## src/rtl/dbg_xstat_pkg.sv

```systemverilog
// Package: shared widths, bit positions and vector constants for the
// debug exception status register. Assumes a 32-bit register word.
package dbg_xstat_pkg;
    localparam int XLEN     = 32;
    localparam int BIT_STEP = 0;
    localparam int BIT_BRK  = 1;
    localparam int BIT_NMI  = 2;
    localparam int BIT_OTH  = 3;
    localparam int BIT_FLT0 = 4;   // first of the contiguous sticky fault flags
    localparam int NFLT     = 2;   // fault flags: translation buffer, bus
    localparam int BIT_TOP  = BIT_FLT0 + NFLT; // first always-zero bit

    localparam logic [XLEN-1:0] VEC_NMI  = 32'hBFC0_0000;
    localparam logic [XLEN-1:0] VEC_BOOT = 32'hBFC0_0180;
    localparam logic [XLEN-1:0] VEC_NORM = 32'h8000_0080;
endpackage

```

## src/rtl/dbg_xstat_cause.sv

```systemverilog
// Module: captures the debug entry cause (breakpoint) and the ordinary
// exception that coincided with it. NMI outranks other exceptions.
// Assumes entry and event inputs are single-cycle strobes.
module dbg_xstat_cause (
    input  logic clk,
    input  logic rst_n,
    input  logic entry,
    input  logic is_brk,
    input  logic nmi,
    input  logic other,
    output logic brk_q,
    output logic nmi_q,
    output logic oth_q
);
    // Rewrite the cause flags on every debug entry, hold them otherwise.
    always_ff @(posedge clk) begin
        if (!rst_n) begin
            brk_q <= 1'b0;
            nmi_q <= 1'b0;
            oth_q <= 1'b0;
        end else if (entry) begin
            brk_q <= is_brk;
            nmi_q <= nmi;
            oth_q <= other & ~nmi;
        end
    end
endmodule

```

## src/rtl/dbg_xstat_sticky.sv

```systemverilog
// Module: one sticky flag, set by hardware, cleared by a software write
// of zero. Assumes set and clear are evaluated in the same cycle.
module dbg_xstat_sticky (
    input  logic clk,
    input  logic rst_n,
    input  logic set,
    input  logic clr,
    output logic q
);
    // A hardware set takes priority over the software clear.
    always_ff @(posedge clk) begin
        if (!rst_n)   q <= 1'b0;
        else if (set) q <= 1'b1;
        else if (clr) q <= 1'b0;
    end
endmodule

```

## src/rtl/dbg_xstat_vec.sv

```systemverilog
// Module: selects the suggested redirect vector from the stored
// coincidence flags and the boot-vector select. Purely combinational.
module dbg_xstat_vec
    import dbg_xstat_pkg::*;
(
    input  logic            nmi_q,
    input  logic            oth_q,
    input  logic            bev,
    output logic [XLEN-1:0] vec
);
    // NMI vector first, then the other-exception vector chosen by bev.
    always_comb begin
        if (nmi_q)      vec = VEC_NMI;
        else if (oth_q) vec = bev ? VEC_BOOT : VEC_NORM;
        else            vec = '0;
    end
endmodule

```

## src/rtl/dbg_xstat_reg.sv

```systemverilog
// Module: top of the debug exception status register. It joins the cause
// capture, the sticky fault flags, the single-step enable and the vector
// select into one status word. It assumes that event inputs are
// single-cycle strobes and that software writes take effect on the next
// clock edge.
module dbg_xstat_reg
    import dbg_xstat_pkg::*;
(
    input  logic            clk,
    input  logic            rst_n,
    input  logic            dbg_active,
    input  logic            dbg_entry,
    input  logic            dbg_is_brk,
    input  logic            ev_nmi,
    input  logic            ev_other,
    input  logic            ev_tlb,
    input  logic            ev_bus,
    input  logic            ev_mem,
    input  logic            bev,
    input  logic            sw_we,
    input  logic [XLEN-1:0] sw_wdata,
    output logic [XLEN-1:0] stat_q,
    output logic            step_en_eff,
    output logic [XLEN-1:0] redirect_vec
);
    logic            brk_q, nmi_q, oth_q, step_q;
    logic [NFLT-1:0] flt_set, flt_clr, flt_q;

    dbg_xstat_cause u_cause (
        .clk    (clk),
        .rst_n  (rst_n),
        .entry  (dbg_entry),
        .is_brk (dbg_is_brk),
        .nmi    (ev_nmi),
        .other  (ev_other),
        .brk_q  (brk_q),
        .nmi_q  (nmi_q),
        .oth_q  (oth_q)
    );

    // Fault set conditions: only data accesses while in debug mode.
    always_comb begin
        flt_set[0] = dbg_active & ev_mem & ev_tlb;
        flt_set[1] = dbg_active & ev_mem & ev_bus;
    end

    genvar gi;
    generate
        for (gi = 0; gi < NFLT; gi++) begin : g_flt
            assign flt_clr[gi] = sw_we & ~sw_wdata[BIT_FLT0 + gi];
            dbg_xstat_sticky u_flag (
                .clk   (clk),
                .rst_n (rst_n),
                .set   (flt_set[gi]),
                .clr   (flt_clr[gi]),
                .q     (flt_q[gi])
            );
        end
    endgenerate

    // Single-step enable: plain read/write bit.
    always_ff @(posedge clk) begin
        if (!rst_n)     step_q <= 1'b0;
        else if (sw_we) step_q <= sw_wdata[BIT_STEP];
    end

    // Effective step enable is suppressed inside debug mode.
    assign step_en_eff = step_q & ~dbg_active;

    dbg_xstat_vec u_vec (
        .nmi_q (nmi_q),
        .oth_q (oth_q),
        .bev   (bev),
        .vec   (redirect_vec)
    );

    // Assemble the status word; unassigned bits stay zero.
    always_comb begin
        stat_q                         = '0;
        stat_q[BIT_STEP]               = step_q;
        stat_q[BIT_BRK]                = brk_q;
        stat_q[BIT_NMI]                = nmi_q;
        stat_q[BIT_OTH]                = oth_q;
        stat_q[BIT_FLT0 +: NFLT]       = flt_q;
    end
endmodule

```

## config.mk

```make
export PLATFORM = sky130hd
export DESIGN_NAME = dbg_xstat_reg
export DESIGN_NICKNAME = d
export VERILOG_FILES = /design/src/rtl/dbg_xstat_pkg.sv /design/src/rtl/dbg_xstat_cause.sv /design/src/rtl/dbg_xstat_sticky.sv /design/src/rtl/dbg_xstat_vec.sv /design/src/rtl/dbg_xstat_reg.sv
export SDC_FILE = /design/constraint.sdc
export NUM_CORES = 1
export LEC_CHECK = 0
export BUFFER_PORTS_ARGS = -buffer_cell sky130_fd_sc_hd__buf_4
export CAP_MARGIN = 10
export CORE_UTILIZATION = 32
export CTS_BUF_LIST = sky130_fd_sc_hd__clkbuf_4 sky130_fd_sc_hd__clkbuf_8
export DETAILED_ROUTE_END_ITERATION = 10
export PLACE_DENSITY = 0.88
export SKIP_CTS_REPAIR_TIMING = 1
export SLEW_MARGIN = 20
export SYNTH_ARGS = -nofsm -noshare
export SYNTH_HDL_FRONTEND = slang
export SYNTH_SLANG_ARGS = --single-unit
```

## constraint.sdc

```tcl
create_clock -name clk -period 1.5 [get_ports clk]
set_input_delay 0.3 -clock clk [delete_from_list [all_inputs] [get_ports clk]]
set_output_delay 0.3 -clock clk [all_outputs]
set_load 0.01 [all_outputs]
```

==> Yosys cells after proc, flatten, opt, wreduce, memory -nomap -nowiden <==
Index checks and enable logic that the tools add are counted.
{ "totals": {"regBits": 6, "out_inout_bits": 65} }
{ "classes": {"n_mux": 7, "bitwise_logic": 11, "reduce_logical": 2} }
{ "op_table": {"columns": ["op", "count"], "rows": [
  ["$mux W32", 2],
  ["$mux W30", 1],
  ["$and A1 B1 Y1", 7],
  ["$mux W1", 4],
  ["$not A1 Y1", 4],
  ["$reduce_bool A2 Y1", 2]
]} }

==> Longest topological paths before layout <==
{ "depth": {"word_depth": 4, "depth_mapped": 3} }

==> Cells and area by module <==
A second synthesis with hierarchy kept.
{ "unflattened": {"hier_cells": 88, "hier_area_um2": 739.5} }
{ "by_module_without_submodules": {"columns": ["module", "area_per_inst_um2", "cells_each", "n_inst"], "rows": [
  ["dbg_xstat_reg", 296.5, 39, 1],
  ["dbg_xstat_vec", 247.7, 33, 1],
  ["dbg_xstat_cause", 112.6, 10, 1],
  ["dbg_xstat_sticky", 41.3, 3, 2]
]} }

==> Worst setup path before layout <==
Ideal clock, no wire load.
{ "synth_path": {"kind": "flip-flop to output port", "startpoint": "register u_cause.nmi_q", "endpoint": "output redirect_vec[23]", "path_slack_ps": 377, "stages_incl_launch_ff": 3, "t_arrival_ps": 823, "n_path_buf": 1, "cell_sequence": "dfxtp_1 > nand2b_1 > buf_4"} }
{ "synth_via": {"elab_chain_len": 1} }
{ "synth_rtl": {"columns": ["element", "line_no", "source"], "rows": [
  ["start, declared", "dbg_xstat_cause.sv:12", "output logic nmi_q,"],
  ["start signal, assigned", "dbg_xstat_cause.sv:23", "nmi_q <= nmi;"],
  ["$mux W32", "dbg_xstat_vec.sv:13", "if (nmi_q) vec = VEC_NMI;"],
  ["end, declared", "dbg_xstat_reg.sv:24", "output logic [XLEN-1:0] redirect_vec"]
]} }
No other way between the ends.

==> Worst setup path in the final report <==
{ "layout_path": {"startpoint": "register u_cause.nmi_q", "endpoint": "output redirect_vec[31]"} }
Same word-level chain as after synthesis.

==> impl_metrics.py <==
metrics = {
    "worst_setup_path": {
        "r2r_setup_slack_ps": 840,
        "critPathBufInv": 1,
        "crit_family": "flip-flops",
        "critical_path.cell_chain": "or2_2 > buf_4",
        "required_ps": 1200,
        "arrival_ps": 1030,
        "cpPeakStageDelay_ps": 340,
        "critPathLaunchType": "flip-flop",
        "path_max_fanout": 6,
        "crit_type": "flip-flop to output pin",
        "crit_path_end_kind": "output pin",
        "cp_slowest_cell": "dfxtp_1",
    },
    "sta": {
        "fin_crit_ps": 1330,
        "fmax_ghz": 0.753,
        "finalHoldViolations": 0,
        "tns_ps": 0,
        "fin_skew_ps": 0,
        "slew_violations": 0,
        "setup_viol": 0,
        "fin_crit_sh_pct": 88.6,
        "rsz0062_at_grt": "no",
    },
    "final_layout": {
        "syn_to_final_growth_pct": 2.98,
        "layout.nets": 154,
        "postLayoutCoreUtil_pct": 36.4,
        "n_antenna_cell": 0,
        "drive_gt1_share_pct": 34.3,
    },
    "route": {
        "ant_nets": 0,
        "first_pass_iters": 2,
        "routedWlPerCell_microns": 7.11,
        "drt_iter0_drc": 2,
        "drc": 0,
        "route.vias.total": 470,
        "routed_wl_microns": 960,
        "via_per_inst": 3.48,
    },
    "pwr": {
        "power_frac_comb_pct": 34.4,
        "power.density_mw_per_mm2": 669,
        "netSwitchingFraction_pct": 32.9,
        "internal_power_uw": 331,
        "leakagePower_nw": 0.443,
        "p_sw_uw": 162,
        "ir_drop_mv": 0.374,
        "seq_power_share_pct": 35.6,
        "clkPwrFrac_pct": 30.0,
    },
    "clocking": {
        "cts_sinks": 6,
        "path_clk_slew_ps": 40,
        "h-tree-depth": 1,
        "cts_made_buffers": 3,
        "root_buffer": "clkbuf_4",
        "cts_buffer_depth": 2,
        "cts_tree": "done",
        "clk_latency_ps": 240,
    },
    "global_routing": {
        "grt_max_degree": 9,
        "grt_pass1_vias": 323,
        "antenna_found_initial": 0,
        "grt_overflow": 0,
        "grt_first_pass_wirelength_microns": 1300,
        "grt_use_total_pct": 7.77,
    },
    "yosys": {
        "ys_seq_area_share_pct": 16.8,
        "yosys_most_used_dff": "dfxtp_1",
        "syn_avg_cell_area_sq_um": 8.21,
        "ys_types": 13,
        "yosysTopAreaCell": "buf_4",
        "synth.most_common_cell": "buf_4",
        "synth_top_area_share_pct": 63.0,
        "synth-seq-cells": 6,
        "synthArstFlopShare_pct": 0,
        "yosysWarnings": 0,
        "netlist_area_sq_um": 714,
        "synth_area_leaders": "buf_4 63%, dfxtp_1 17%, nor2b_1 4.4%, mux2i_1 4.2%, a32o_1 2.8%",
        "synth_edf_count": 0,
        "syn_inst": 87,
        "synthTopCellsByCount": "60 x buf_4, 6 x dfxtp_1, 5 x nor2b_1",
    },
    "floorplan": {
        "pin_count": 109,
        "die_x_microns": 49.3,
        "fp.coreArea_sq_mm": 0.00202,
        "row_count": 16,
        "dieArea_sq_mm": 0.00243,
        "die_y_microns": 49.3,
        "start_util_pct": 35.3,
    },
    "placement": {
        "gp_congestion": 0.675,
        "port_buffers": 32,
        "hpwl_microns": 834,
    },
    "run": {
        "drv_cap": 0,
    },
    "run_status": {
        "status": "complete, no violations",
    },
    "min_path": {
        "hold_path.class": "input pin to flip-flop",
    },
}
## cell families (layout without fill, tap and decap cells)
| group | count (synthesis) | in the layout | share of synthesized area, % |
|---|---|---|---|
| buffers and inverters | 60 | 35 | 63.0 |
| multiplexers | 3 | 3 | 4.20 |
| AO/OA/AOI/OAI | 2 | 2 | 2.80 |
| flip-flops | 6 | 6 | 16.8 |
| other | 1 | 47 | 0.525 |
| AND/OR/NAND/NOR | 15 | 15 | 12.6 |
## registers in the layout (all words and copies together) (netlist names)
name,count
g_flt.u_flag.q,2
step_q,1
u_cause.brk_q,1
u_cause.nmi_q,1
u_cause.oth_q,1
## cell type report
type / count / area, sq um
Timing Repair Buffer: 32 / 240
Tap cell: 27 / 33.8
Multi-Input combinational cell: 67 / 319
Clock buffer: 3 / 22.5
Fill cell: 222 / 1290
Sequential cell: 6 / 120
## final timing paths
kind                startpoint                end  cells after the start
min                     ev_tlb  g_flt[0].u_flag.q                      2
min reg2reg  g_flt[0].u_flag.q  g_flt[0].u_flag.q                      1
max reg2reg      u_cause.nmi_q      u_cause.nmi_q                      2
max              u_cause.nmi_q   redirect_vec[31]                      2
## per-layer routing
layer  vias up  global-route usage [%]  routed length, microns
li1        209                       -                       -
met1       201                    5.38                     269
met2        58                    13.5                     469
met3         2                    7.17                     210
met4         0                    4.41                      10
met5         -                       0                       0
## per-stage QoR
stage               instances  setup slack (ps)  instance area (sq um)  hold slack [ps]  total power, mW
finish                    135               171                    736              267            0.493
global route              135              80.0                    736              260            0.535
CTS                       135              64.9                    733              256            0.503
detailed placement        132               337                    711              487            0.345
global placement          132               366                    711              490            0.343
floorplan                 133               377                    887              426            0.387
## placed cells by master (no fill, tap or decap)
cell type and instances:
nand2b_2 1, nand4b_1 1, mux2i_1 3, nor2b_1 5
or2_2 1, dfxtp_1 6, nor2_1 1, nand2_1 2
a32o_1 2, conb_1 47, buf_4 32, clkbuf_4 3
nand3b_1 1, nand2b_1 2, and3_1 1
## power by group through the flow
stage / Sequential, mW / Clock (mW) / Combinational [mW]
4_1_cts: 0.175 / 0.161 / 0.167
5_1_grt: 0.176 / 0.174 / 0.184
3_5_place_dp: 0.178 / 0 / 0.167
3_3_place_gp: 0.178 / 0 / 0.165
2_1_floorplan: 0.176 / 0 / 0.211
6_report: 0.175 / 0.148 / 0.169
Power figures use the tool's default switching activity.
